## config.mk

```make
export PLATFORM = sky130hd
export DESIGN_NAME = flash_rdbuf_tracker
export DESIGN_NICKNAME = d
export VERILOG_FILES = /design/src/rtl/rdbuf_trk_pkg.sv /design/src/rtl/rdbuf_mbx_decode.sv /design/src/rtl/rdbuf_evt_gen.sv /design/src/rtl/rdbuf_last_addr.sv /design/src/rtl/flash_rdbuf_tracker.sv
export SDC_FILE = /design/constraint.sdc
export NUM_CORES = 1
export LEC_CHECK = 0
export BUFFER_PORTS_ARGS = -buffer_cell sky130_fd_sc_hd__buf_2
export CAP_MARGIN = 25
export CORE_MARGIN = 2
export CORE_UTILIZATION = 52
export DETAILED_ROUTE_END_ITERATION = 6
export HOLD_SLACK_MARGIN = 0.15
export PLACE_DENSITY = 0.95
export SYNTH_ARGS = -nofsm -noshare
export SYNTH_HDL_FRONTEND = slang
export SYNTH_SLANG_ARGS = --single-unit
```

## constraint.sdc

```tcl
create_clock -name clk -period 3.03 [get_ports clk]
set_clock_uncertainty 0.2 [all_clocks]
set_input_delay 0.303 -clock clk [delete_from_list [all_inputs] [get_ports clk]]
set_output_delay 0.303 -clock clk [all_outputs]
set_load 0.1 [all_outputs]
```

## src/rtl/rdbuf_trk_pkg.sv

```systemverilog
package rdbuf_trk_pkg;
  typedef enum logic [1:0] {
    SRC_RDBUF = 2'd0,
    SRC_MBX   = 2'd1,
    SRC_DOWN  = 2'd2,
    SRC_HIZ   = 2'd3
  } rd_src_e;
endpackage

```

## src/rtl/rdbuf_mbx_decode.sv

```systemverilog
module rdbuf_mbx_decode #(
  parameter int ADDR_W = 24,
  parameter int MBX_W  = 5
) (
  input  logic              en_i,
  input  logic [ADDR_W-1:0] addr_i,
  input  logic [ADDR_W-1:0] base_i,
  output logic              hit_o
);
  localparam int TAG_W = ADDR_W - MBX_W;

  logic [TAG_W-1:0] addr_tag;
  logic [TAG_W-1:0] base_tag;

  assign addr_tag = addr_i[ADDR_W-1:MBX_W];
  assign base_tag = base_i[ADDR_W-1:MBX_W];
  assign hit_o    = en_i && (addr_tag == base_tag);
endmodule

```

## src/rtl/rdbuf_evt_gen.sv

```systemverilog
module rdbuf_evt_gen #(
  parameter int HALF_W = 6
) (
  input  logic              clk,
  input  logic              rst_n,
  input  logic              rb_byte_i,
  input  logic              half_i,
  input  logic [HALF_W-1:0] off_i,
  input  logic [HALF_W-1:0] thr_i,
  output logic              flip_o,
  output logic              wmark_o
);
  logic half_q, half_d;
  logic armed_q, armed_d;
  logic flip_now, arm_eff, wm_now;
  logic flip_q, wm_q;

  always_comb begin
    flip_now = rb_byte_i && (half_i != half_q);
    arm_eff  = armed_q || flip_now;
    wm_now   = rb_byte_i && arm_eff && (off_i >= thr_i);
    half_d   = half_q;
    armed_d  = armed_q;
    if (rb_byte_i) begin
      half_d = half_i;
      if (wm_now)        armed_d = 1'b0;
      else if (flip_now) armed_d = 1'b1;
    end
  end

  always_ff @(posedge clk or negedge rst_n) begin
    if (!rst_n) begin
      half_q  <= 1'b0;
      armed_q <= 1'b1;
    end else if (rb_byte_i) begin
      half_q  <= half_d;
      armed_q <= armed_d;
    end
  end

  always_ff @(posedge clk or negedge rst_n) begin
    if (!rst_n) begin
      flip_q <= 1'b0;
      wm_q   <= 1'b0;
    end else begin
      flip_q <= flip_now;
      wm_q   <= wm_now;
    end
  end

  assign flip_o  = flip_q;
  assign wmark_o = wm_q;
endmodule

```

## src/rtl/rdbuf_last_addr.sv

```systemverilog
module rdbuf_last_addr #(
  parameter int ADDR_W = 24
) (
  input  logic              clk,
  input  logic              rst_n,
  input  logic              csb_i,
  input  logic              take_i,
  input  logic [ADDR_W-1:0] addr_i,
  output logic [ADDR_W-1:0] last_o
);
  logic              csb_q;
  logic              seen_q, seen_d;
  logic [ADDR_W-1:0] pend_q;
  logic [ADDR_W-1:0] last_q;
  logic              csb_rise;
  logic              commit;

  always_comb begin
    csb_rise = csb_i && !csb_q;
    commit   = csb_rise && seen_q;
    seen_d   = seen_q;
    if (take_i)      seen_d = 1'b1;
    else if (commit) seen_d = 1'b0;
  end

  always_ff @(posedge clk or negedge rst_n) begin
    if (!rst_n) begin
      csb_q  <= 1'b1;
      seen_q <= 1'b0;
    end else begin
      csb_q  <= csb_i;
      seen_q <= seen_d;
    end
  end

  always_ff @(posedge clk or negedge rst_n) begin
    if (!rst_n)      pend_q <= '0;
    else if (take_i) pend_q <= addr_i;
  end

  always_ff @(posedge clk or negedge rst_n) begin
    if (!rst_n)      last_q <= '0;
    else if (commit) last_q <= pend_q;
  end

  assign last_o = last_q;
endmodule

```

## src/rtl/flash_rdbuf_tracker.sv

```systemverilog
module flash_rdbuf_tracker
  import rdbuf_trk_pkg::*;
#(
  parameter int ADDR_W = 24,
  parameter int HALF_W = 6,
  parameter int MBX_W  = 5
) (
  input  logic              clk,
  input  logic              rst_n,
  input  logic              csb_i,
  input  logic              byte_vld_i,
  input  logic [ADDR_W-1:0] byte_addr_i,
  input  logic              pass_mode_i,
  input  logic              filtered_i,
  input  logic              mbx_en_i,
  input  logic [ADDR_W-1:0] mbx_base_i,
  input  logic [HALF_W-1:0] wmark_thr_i,
  output logic [1:0]        src_o,
  output logic              flip_o,
  output logic              wmark_o,
  output logic [ADDR_W-1:0] last_addr_o
);
  logic    mbx_hit;
  logic    take;
  logic    rb_byte;
  rd_src_e src;

  rdbuf_mbx_decode #(.ADDR_W(ADDR_W), .MBX_W(MBX_W)) u_mbx (
    .en_i   (mbx_en_i),
    .addr_i (byte_addr_i),
    .base_i (mbx_base_i),
    .hit_o  (mbx_hit)
  );

  always_comb begin
    if (mbx_hit)          src = SRC_MBX;
    else if (!pass_mode_i) src = SRC_RDBUF;
    else if (filtered_i)  src = SRC_HIZ;
    else                  src = SRC_DOWN;
  end

  assign take    = byte_vld_i && !csb_i;
  assign rb_byte = take && (src == SRC_RDBUF);
  assign src_o   = src;

  rdbuf_evt_gen #(.HALF_W(HALF_W)) u_evt (
    .clk       (clk),
    .rst_n     (rst_n),
    .rb_byte_i (rb_byte),
    .half_i    (byte_addr_i[HALF_W]),
    .off_i     (byte_addr_i[HALF_W-1:0]),
    .thr_i     (wmark_thr_i),
    .flip_o    (flip_o),
    .wmark_o   (wmark_o)
  );

  rdbuf_last_addr #(.ADDR_W(ADDR_W)) u_last (
    .clk    (clk),
    .rst_n  (rst_n),
    .csb_i  (csb_i),
    .take_i (take),
    .addr_i (byte_addr_i),
    .last_o (last_addr_o)
  );
endmodule

```

# Word level (Yosys, flattened, before mapping)
# Cells that the tools add are included.
word_totals:
  inputBits: 61
  register_bits: 54
classes:
  mux: 7
  order_cmp: 1
  n_eq_ne: 2
  n_reduce_logical: 15
ops:
  columns: ["op", "n"]
  rows:
  - ["equality test 19 bit", 1]
  - ["logical AND 1 bit", 8]
  - ["greater-or-equal comparator 6 bit", 1]
  - ["two-way mux 1 bit", 5]
  - ["two-way mux 2 bit", 2]
  - ["nonzero test 2 bit", 2]
  - ["logical NOT 1 bit", 2]
  - ["logical NOT 2 bit", 1]
  - ["AND reduction 2 bit", 1]
  - ["logical OR 1 bit", 1]
  - ["!= test 1 bit", 1]

# Depth between registers and ports, before layout
logic_depth:
  depth_word: 11
  ltp_mapped: 7
  mapped_depth_nobuf: 7

# By module
# Synthesis repeated with hierarchy kept, for this count alone.
hier_totals:
  cells_unflattened: 166
  area_unflattened_um2: 2493.6
modules_own_cells:
  columns: ["module", "instances", "cells_per_inst", "area_each_um2", "seq_area_each_um2"]
  rows:
  - ["rdbuf_last_addr", 1, 106, 1944.4, 1252.5]
  - ["rdbuf_evt_gen", 1, 30, 300.3, 101.3]
  - ["rdbuf_mbx_decode", 1, 26, 212.7, 0.0]
  - ["flash_rdbuf_tracker", 1, 4, 36.3, 0.0]

# Worst setup path before layout
# Ideal clock, no wire load.
synth_timing:
  kind: "input to output"
  startpoint: "input mbx_base_i[23]"
  endpoint: "output src_o[0]"
  setup_slack_ps: 997
  path_stages: 5
  arrival_ps: 1530
  n_path_buf: 0
  path_cell_list: "xnor2_1 > nand4_1 > nor3_2 > nand2_1 > nand2_1"
synth_via:
  elab_chain_cells: 3
synth_rtl:
  columns: ["item", "line_no", "source"]
  rows:
  - ["from (decl)", "flash_rdbuf_tracker.sv:16", "input logic [ADDR_W-1:0] mbx_base_i,"]
  - ["equality test 19 bit", "rdbuf_mbx_decode.sv:17", "assign hit_o = en_i && (addr_tag == base_tag);"]
  - ["logical AND 1 bit", "rdbuf_mbx_decode.sv:17", null]
  - ["two-way mux 2 bit", "flash_rdbuf_tracker.sv:36", "if (mbx_hit) src = SRC_MBX;"]
  - ["to (decl)", "flash_rdbuf_tracker.sv:18", "output logic [1:0] src_o,"]
# No other way between the ends.

# Worst setup path after layout
layout_timing:
  startpoint: "input byte_addr_i[20]"
  endpoint: "output src_o[0]"
layout_via:
  elab_chain_cells: 3
layout_rtl:
  columns: ["item", "line_no", "source"]
  rows:
  - ["from (decl)", "flash_rdbuf_tracker.sv:12", "input logic [ADDR_W-1:0] byte_addr_i,"]
  - ["equality test 19 bit", "rdbuf_mbx_decode.sv:17", null]
  - ["logical AND 1 bit", "rdbuf_mbx_decode.sv:17", null]
  - ["two-way mux 2 bit", "flash_rdbuf_tracker.sv:36", null]
# No other way between the ends.

==> flow_summary.html <==
<table>
<tr><th>Metric</th><th>Value</th></tr>
<tr><th colspan="2">Clock network</th></tr>
<tr><td>Total setup buffers inserted after CTS</td><td>0</td></tr>
<tr><td>Clock buffer count from CTS</td><td>5</td></tr>
<tr><td>Clock Latency Late Sink</td><td>about 0.3 ns</td></tr>
<tr><td>CTS HTree Levels</td><td>2</td></tr>
<tr><td>Maximum buffer depth of the clock tree</td><td>2</td></tr>
<tr><td>Clock tree from TritonCTS</td><td>done</td></tr>
<tr><td>Post-cts sizing count</td><td>0</td></tr>
<tr><td>Root Buffer</td><td>sky130_fd_sc_hd__clkbuf_8</td></tr>
<tr><td>CTS sink count</td><td>54</td></tr>
<tr><td>CTS clock-pin slew for the worst setup and hold paths</td><td>0.09 ns</td></tr>
<tr><th colspan="2">Drt</th></tr>
<tr><td>First-pass iteration count of the detailed router</td><td>2</td></tr>
<tr><td>Wirelength, routed</td><td>4990 um</td></tr>
<tr><td>Number of routed nets with antenna violations</td><td>0</td></tr>
<tr><td>Initial drt markers</td><td>88</td></tr>
<tr><td>Per-cell via count in the routed design</td><td>a little over 5</td></tr>
<tr><td>Wirelength per Cell</td><td>14.5 um</td></tr>
<tr><td>DRC violations left</td><td>0</td></tr>
<tr><td>Vias after detailed routing</td><td>1757</td></tr>
<tr><th colspan="2">Global route</th></tr>
<tr><td>GRT overflow</td><td>0</td></tr>
<tr><td>Initial antenna violation count</td><td>0</td></tr>
<tr><td>Vias in the first global route</td><td>roughly 1900</td></tr>
<tr><td>Maximum number of pins on one net before global-route repair</td><td>43</td></tr>
<tr><td>Wire length of the first global-routing pass</td><td>8200 um</td></tr>
<tr><td>Global-route usage over all layers</td><td>0.207</td></tr>
<tr><th colspan="2">Finish</th></tr>
<tr><td>Area Overhead vs Synth</td><td>38.1%</td></tr>
<tr><td>Layout cell share with drive strength beyond 1</td><td>0.455</td></tr>
<tr><td>Filler cell count</td><td>280</td></tr>
<tr><td>Number of nets in the layout</td><td>358</td></tr>
<tr><td>Antenna diodes</td><td>0</td></tr>
<tr><td>Cell Count, Final, Fillers Out</td><td>344</td></tr>
<tr><th colspan="2">Synth</th></tr>
<tr><td>Nets in the synthesized netlist</td><td>241</td></tr>
<tr><td>Synthesis Warnings</td><td>0</td></tr>
<tr><td>Sequential share of the synthesized area</td><td>0.568</td></tr>
<tr><td>Primary FF master, synth</td><td>sky130_fd_sc_hd__dfrtp_1</td></tr>
<tr><td>Instance count of the mapped netlist</td><td>174</td></tr>
<tr><td>Number of register bits inferred by synthesis</td><td>54</td></tr>
<tr><td>Syn Area/Cell</td><td>13.7 um^2</td></tr>
<tr><td>Unique cell type count in the Yosys netlist</td><td>26</td></tr>
<tr><td>Cell area after technology mapping</td><td>approximately 2400 um^2</td></tr>
<tr><td>Async set-reset flop share out of synthesis</td><td>1.00</td></tr>
<tr><td>Number of synthesized flops with an enable pin</td><td>0</td></tr>
<tr><th colspan="2">Critical path</th></tr>
<tr><td>Depth of the most critical reg-to-reg path</td><td>3</td></tr>
<tr><td>R2r endpoint</td><td>u_last.last_o[5]$_DFFE_PN0P_</td></tr>
<tr><td>Arrival time at the worst endpoint</td><td>2.24 ns</td></tr>
<tr><td>Slowest cell on crit path</td><td>sky130_fd_sc_hd__dlygate4sd3_1</td></tr>
<tr><td>Delay of the slowest cell on the worst path</td><td>0.54 ns</td></tr>
<tr><td>Startpoint of the lowest-slack register-to-register path</td><td>u_last.csb_q$_DFF_PN1_</td></tr>
<tr><td>Endpoint type of the worst setup path</td><td>primary output</td></tr>
<tr><td>Crit path cell chain</td><td>dlygate4sd3_1, buf_2, xnor2_1, nand4_1, nor3_2, nand2_1, nand2_1, buf_2</td></tr>
<tr><td>WP data required</td><td>2.53 ns</td></tr>
<tr><td>Setup crit start kind</td><td>primary input</td></tr>
<tr><td>Register-to-Register Setup Slack</td><td>1.00 ns</td></tr>
<tr><td>Peak fanout along the critical path</td><td>4</td></tr>
<tr><td>Critical path start-end classification</td><td>primary input to primary output</td></tr>
<tr><th colspan="2">Placement</th></tr>
<tr><td>HPWL Detailed</td><td>3550 um</td></tr>
<tr><td>Final RePlAce weighted congestion</td><td>about 0.73</td></tr>
<tr><td>DP Cell Count</td><td>308</td></tr>
<tr><td>IO buf count</td><td>83</td></tr>
<tr><th colspan="2">Die</th></tr>
<tr><td>Floorplan die height</td><td>71.7 um</td></tr>
<tr><td>Count of standard-cell rows</td><td>24</td></tr>
<tr><td>Area of the core region</td><td>4380 um^2</td></tr>
<tr><td>Top-level port count</td><td>between 80 and 90</td></tr>
<tr><td>Die W</td><td>71.7 um</td></tr>
<tr><td>Total Die Area</td><td>approximately 5000 um^2</td></tr>
<tr><td>Effective utilization at floorplan</td><td>0.543</td></tr>
<tr><th colspan="2">Min path</th></tr>
<tr><td>Hold worst-path end</td><td>u_evt.half_q$_DFFE_PN0P_</td></tr>
<tr><td>Worst Hold Launch</td><td>mbx_en_i</td></tr>
<tr><td>Hold Path Stages</td><td>5</td></tr>
<tr><td>Kind of path behind the tightest hold check</td><td>primary input to flop</td></tr>
<tr><th colspan="2">Power and ir drop</th></tr>
<tr><td>Static leakage</td><td>1.57 nW</td></tr>
<tr><td>Total power of the final layout</td><td>2.72 mW</td></tr>
<tr><td>Max VDD drop</td><td>0.510 mV</td></tr>
<tr><td>Power density cells</td><td>roughly 830 nW/um^2</td></tr>
<tr><th colspan="2">Flow run</th></tr>
<tr><td>Max-capacitance violation count</td><td>0</td></tr>
<tr><th colspan="2">Run status</th></tr>
<tr><td>Status</td><td>finished, final reports clean</td></tr>
<tr><th colspan="2">Timing</th></tr>
<tr><td>Setup TNS Final</td><td>0 ns</td></tr>
<tr><td>Normalized max-slew margin</td><td>0.398</td></tr>
<tr><td>Max Transition Viols Final</td><td>0</td></tr>
<tr><td>Transition time at the pin with the least slew margin</td><td>0.903 ns</td></tr>
<tr><td>Number of failing setup endpoints in the final timing report</td><td>0</td></tr>
<tr><td>Shortest clock period the worst path allows after layout</td><td>2.74 ns</td></tr>
<tr><td>Unrepaired setup endpoints after global routing</td><td>no</td></tr>
<tr><td>Number of endpoints with negative hold slack in the final report</td><td>0</td></tr>
<tr><td>Max Fclk</td><td>0.364 GHz</td></tr>
<tr><td>Portion of the clock cycle consumed by the worst path in the final layout</td><td>0.906</td></tr>
<tr><td>Minimum hold slack</td><td>about 0.26 ns</td></tr>
</table>
worst max-delay path by stage:
stage	start	end	slack, ns	depth (start not counted)
after floorplan	mbx_base_i[23]	src_o[0]	1.0	5
after global placement	mbx_base_i[8]	src_o[0]	0.89	7
after detailed placement	mbx_base_i[20]	src_o[0]	0.85	7
after CTS	byte_addr_i[20]	src_o[0]	0.27	8
after global routing	byte_addr_i[8]	src_o[0]	0.14	8
final	byte_addr_i[20]	src_o[0]	0.29	8
cells in the mapped netlist (2+ instances only):
cell type,number,share of area
sky130_fd_sc_hd__dfrtp_1,52,0.55
sky130_fd_sc_hd__mux2_2,34,0.16
sky130_fd_sc_hd__xnor2_1,19,0.070
sky130_fd_sc_hd__mux2_1,13,0.061
sky130_fd_sc_hd__nand2_1,8,0.013
sky130_fd_sc_hd__ha_1,6,0.032
sky130_fd_sc_hd__inv_1,6,0.0095
sky130_fd_sc_hd__buf_2,5,0.011
sky130_fd_sc_hd__nand4_1,5,0.013
sky130_fd_sc_hd__o21ai_0,4,0.0084
sky130_fd_sc_hd__nor2_1,3,0.0047
sky130_fd_sc_hd__a21oi_1,2,0.0042
sky130_fd_sc_hd__and2_1,2,0.0053
sky130_fd_sc_hd__dfstp_2,2,0.022
sky130_fd_sc_hd__nand2b_1,2,0.0053
critical path, delay by kind of cell:
| family | cells | cell delay (ns) |
|---|---|---|
| buffers and inverters | 3 | 1.09 |
| AND/OR/NAND/NOR | 4 | 0.66 |
| XOR/XNOR | 1 | 0.19 |
repair_timing:
| item | 4_1_cts | 5_1_grt |
|---|---|---|
| setup endpoints to repair | 0 | 0 |
| hold buffers | 28 | 0 |
| endpoints found under the hold margin | 68 | 0 |
state kept, by name, summed over array words and instances, names as in the netlist:
register,count
u_last.last_o,24
u_last.pend_q,24
u_evt.armed_q,1
u_evt.flip_o,1
u_evt.half_q,1
u_evt.wmark_o,1
u_last.csb_q,1
u_last.seen_q,1
placed cells by master (no fill, tap or decap):
cell                             n
sky130_fd_sc_hd__buf_4           4
sky130_fd_sc_hd__mux2_1         13
sky130_fd_sc_hd__nor3_1          1
sky130_fd_sc_hd__nand4_1         5
sky130_fd_sc_hd__nand2_1         8
sky130_fd_sc_hd__a21o_1          1
sky130_fd_sc_hd__dfrtp_1        52
sky130_fd_sc_hd__nand3b_1        1
sky130_fd_sc_hd__nor2_1          3
sky130_fd_sc_hd__nor3_2          1
sky130_fd_sc_hd__buf_2          83
sky130_fd_sc_hd__o21ai_0         4
sky130_fd_sc_hd__a21oi_1         2
sky130_fd_sc_hd__o22a_1          1
sky130_fd_sc_hd__ha_1            6
sky130_fd_sc_hd__nor2_2          1
sky130_fd_sc_hd__a211oi_1        1
sky130_fd_sc_hd__nand2b_1        2
sky130_fd_sc_hd__xnor2_1        19
sky130_fd_sc_hd__xor2_1          1
sky130_fd_sc_hd__inv_1           6
sky130_fd_sc_hd__dlygate4sd3_1  28
sky130_fd_sc_hd__and2_1          2
sky130_fd_sc_hd__dfstp_2         2
sky130_fd_sc_hd__mux2_2         34
sky130_fd_sc_hd__bufinv_16       2
sky130_fd_sc_hd__o211ai_1        1
sky130_fd_sc_hd__o2111ai_1       1
sky130_fd_sc_hd__clkbuf_8        6
sky130_fd_sc_hd__nand3_1         1
through the flow:
step | worst slack [ns] | area (um^2) | util
final | 0.286 | 3290 | 0.751
after global routing | 0.142 | 3290 | 0.751
after CTS | 0.274 | 3290 | 0.751
after detailed placement | 0.850 | 2870 | 0.654
after global placement | 0.891 | 2870 | 0.654
after floorplan | 0.997 | 2380 | -
layout make-up:
class | count | area [um^2] | share of cell area
Inverter | 6 | 22.5 | 0.00684
Timing Repair Buffer | 115 | 726 | 0.221
Clock buffer | 6 | 82.6 | 0.0251
Multi-Input combinational cell | 109 | 981 | 0.298
Tap cell | 52 | 65.1 | 0.0198
Clock inverter | 2 | 60.1 | 0.0183
Sequential cell | 54 | 1350 | 0.411
logic make-up (layout without fill, tap and decap cells):
family,Yosys count,count (layout),share of synthesized area
DFF,54,54,0.568
adders and majority gates,6,6,0.0315
muxes,47,47,0.222
AOI/OAI and AO/OA,11,11,0.0294
xor gates and xnor gates,20,20,0.0735
and+or+nand+nor,25,25,0.0551
buffers and inverters,11,129,0.0200
power by group:
part / internal [mW] / switching, mW / leakage (nW) / total (mW)
combinational: 0.260 / 0.926 / 0.853 / 1.19
sequential: 0.879 / 0.0768 / 0.640 / 0.956
clock: 0.352 / 0.230 / 0.0714 / 0.582
metal layers:
metal	track usage	routed length [um]	part of all wire
met1	0.243	2080	0.42
met5	0	0	0
met4	0.0566	38	0.0076
met3	0.0478	274	0.055
met2	0.380	2600	0.52
Power figures use the tool's default switching activity.
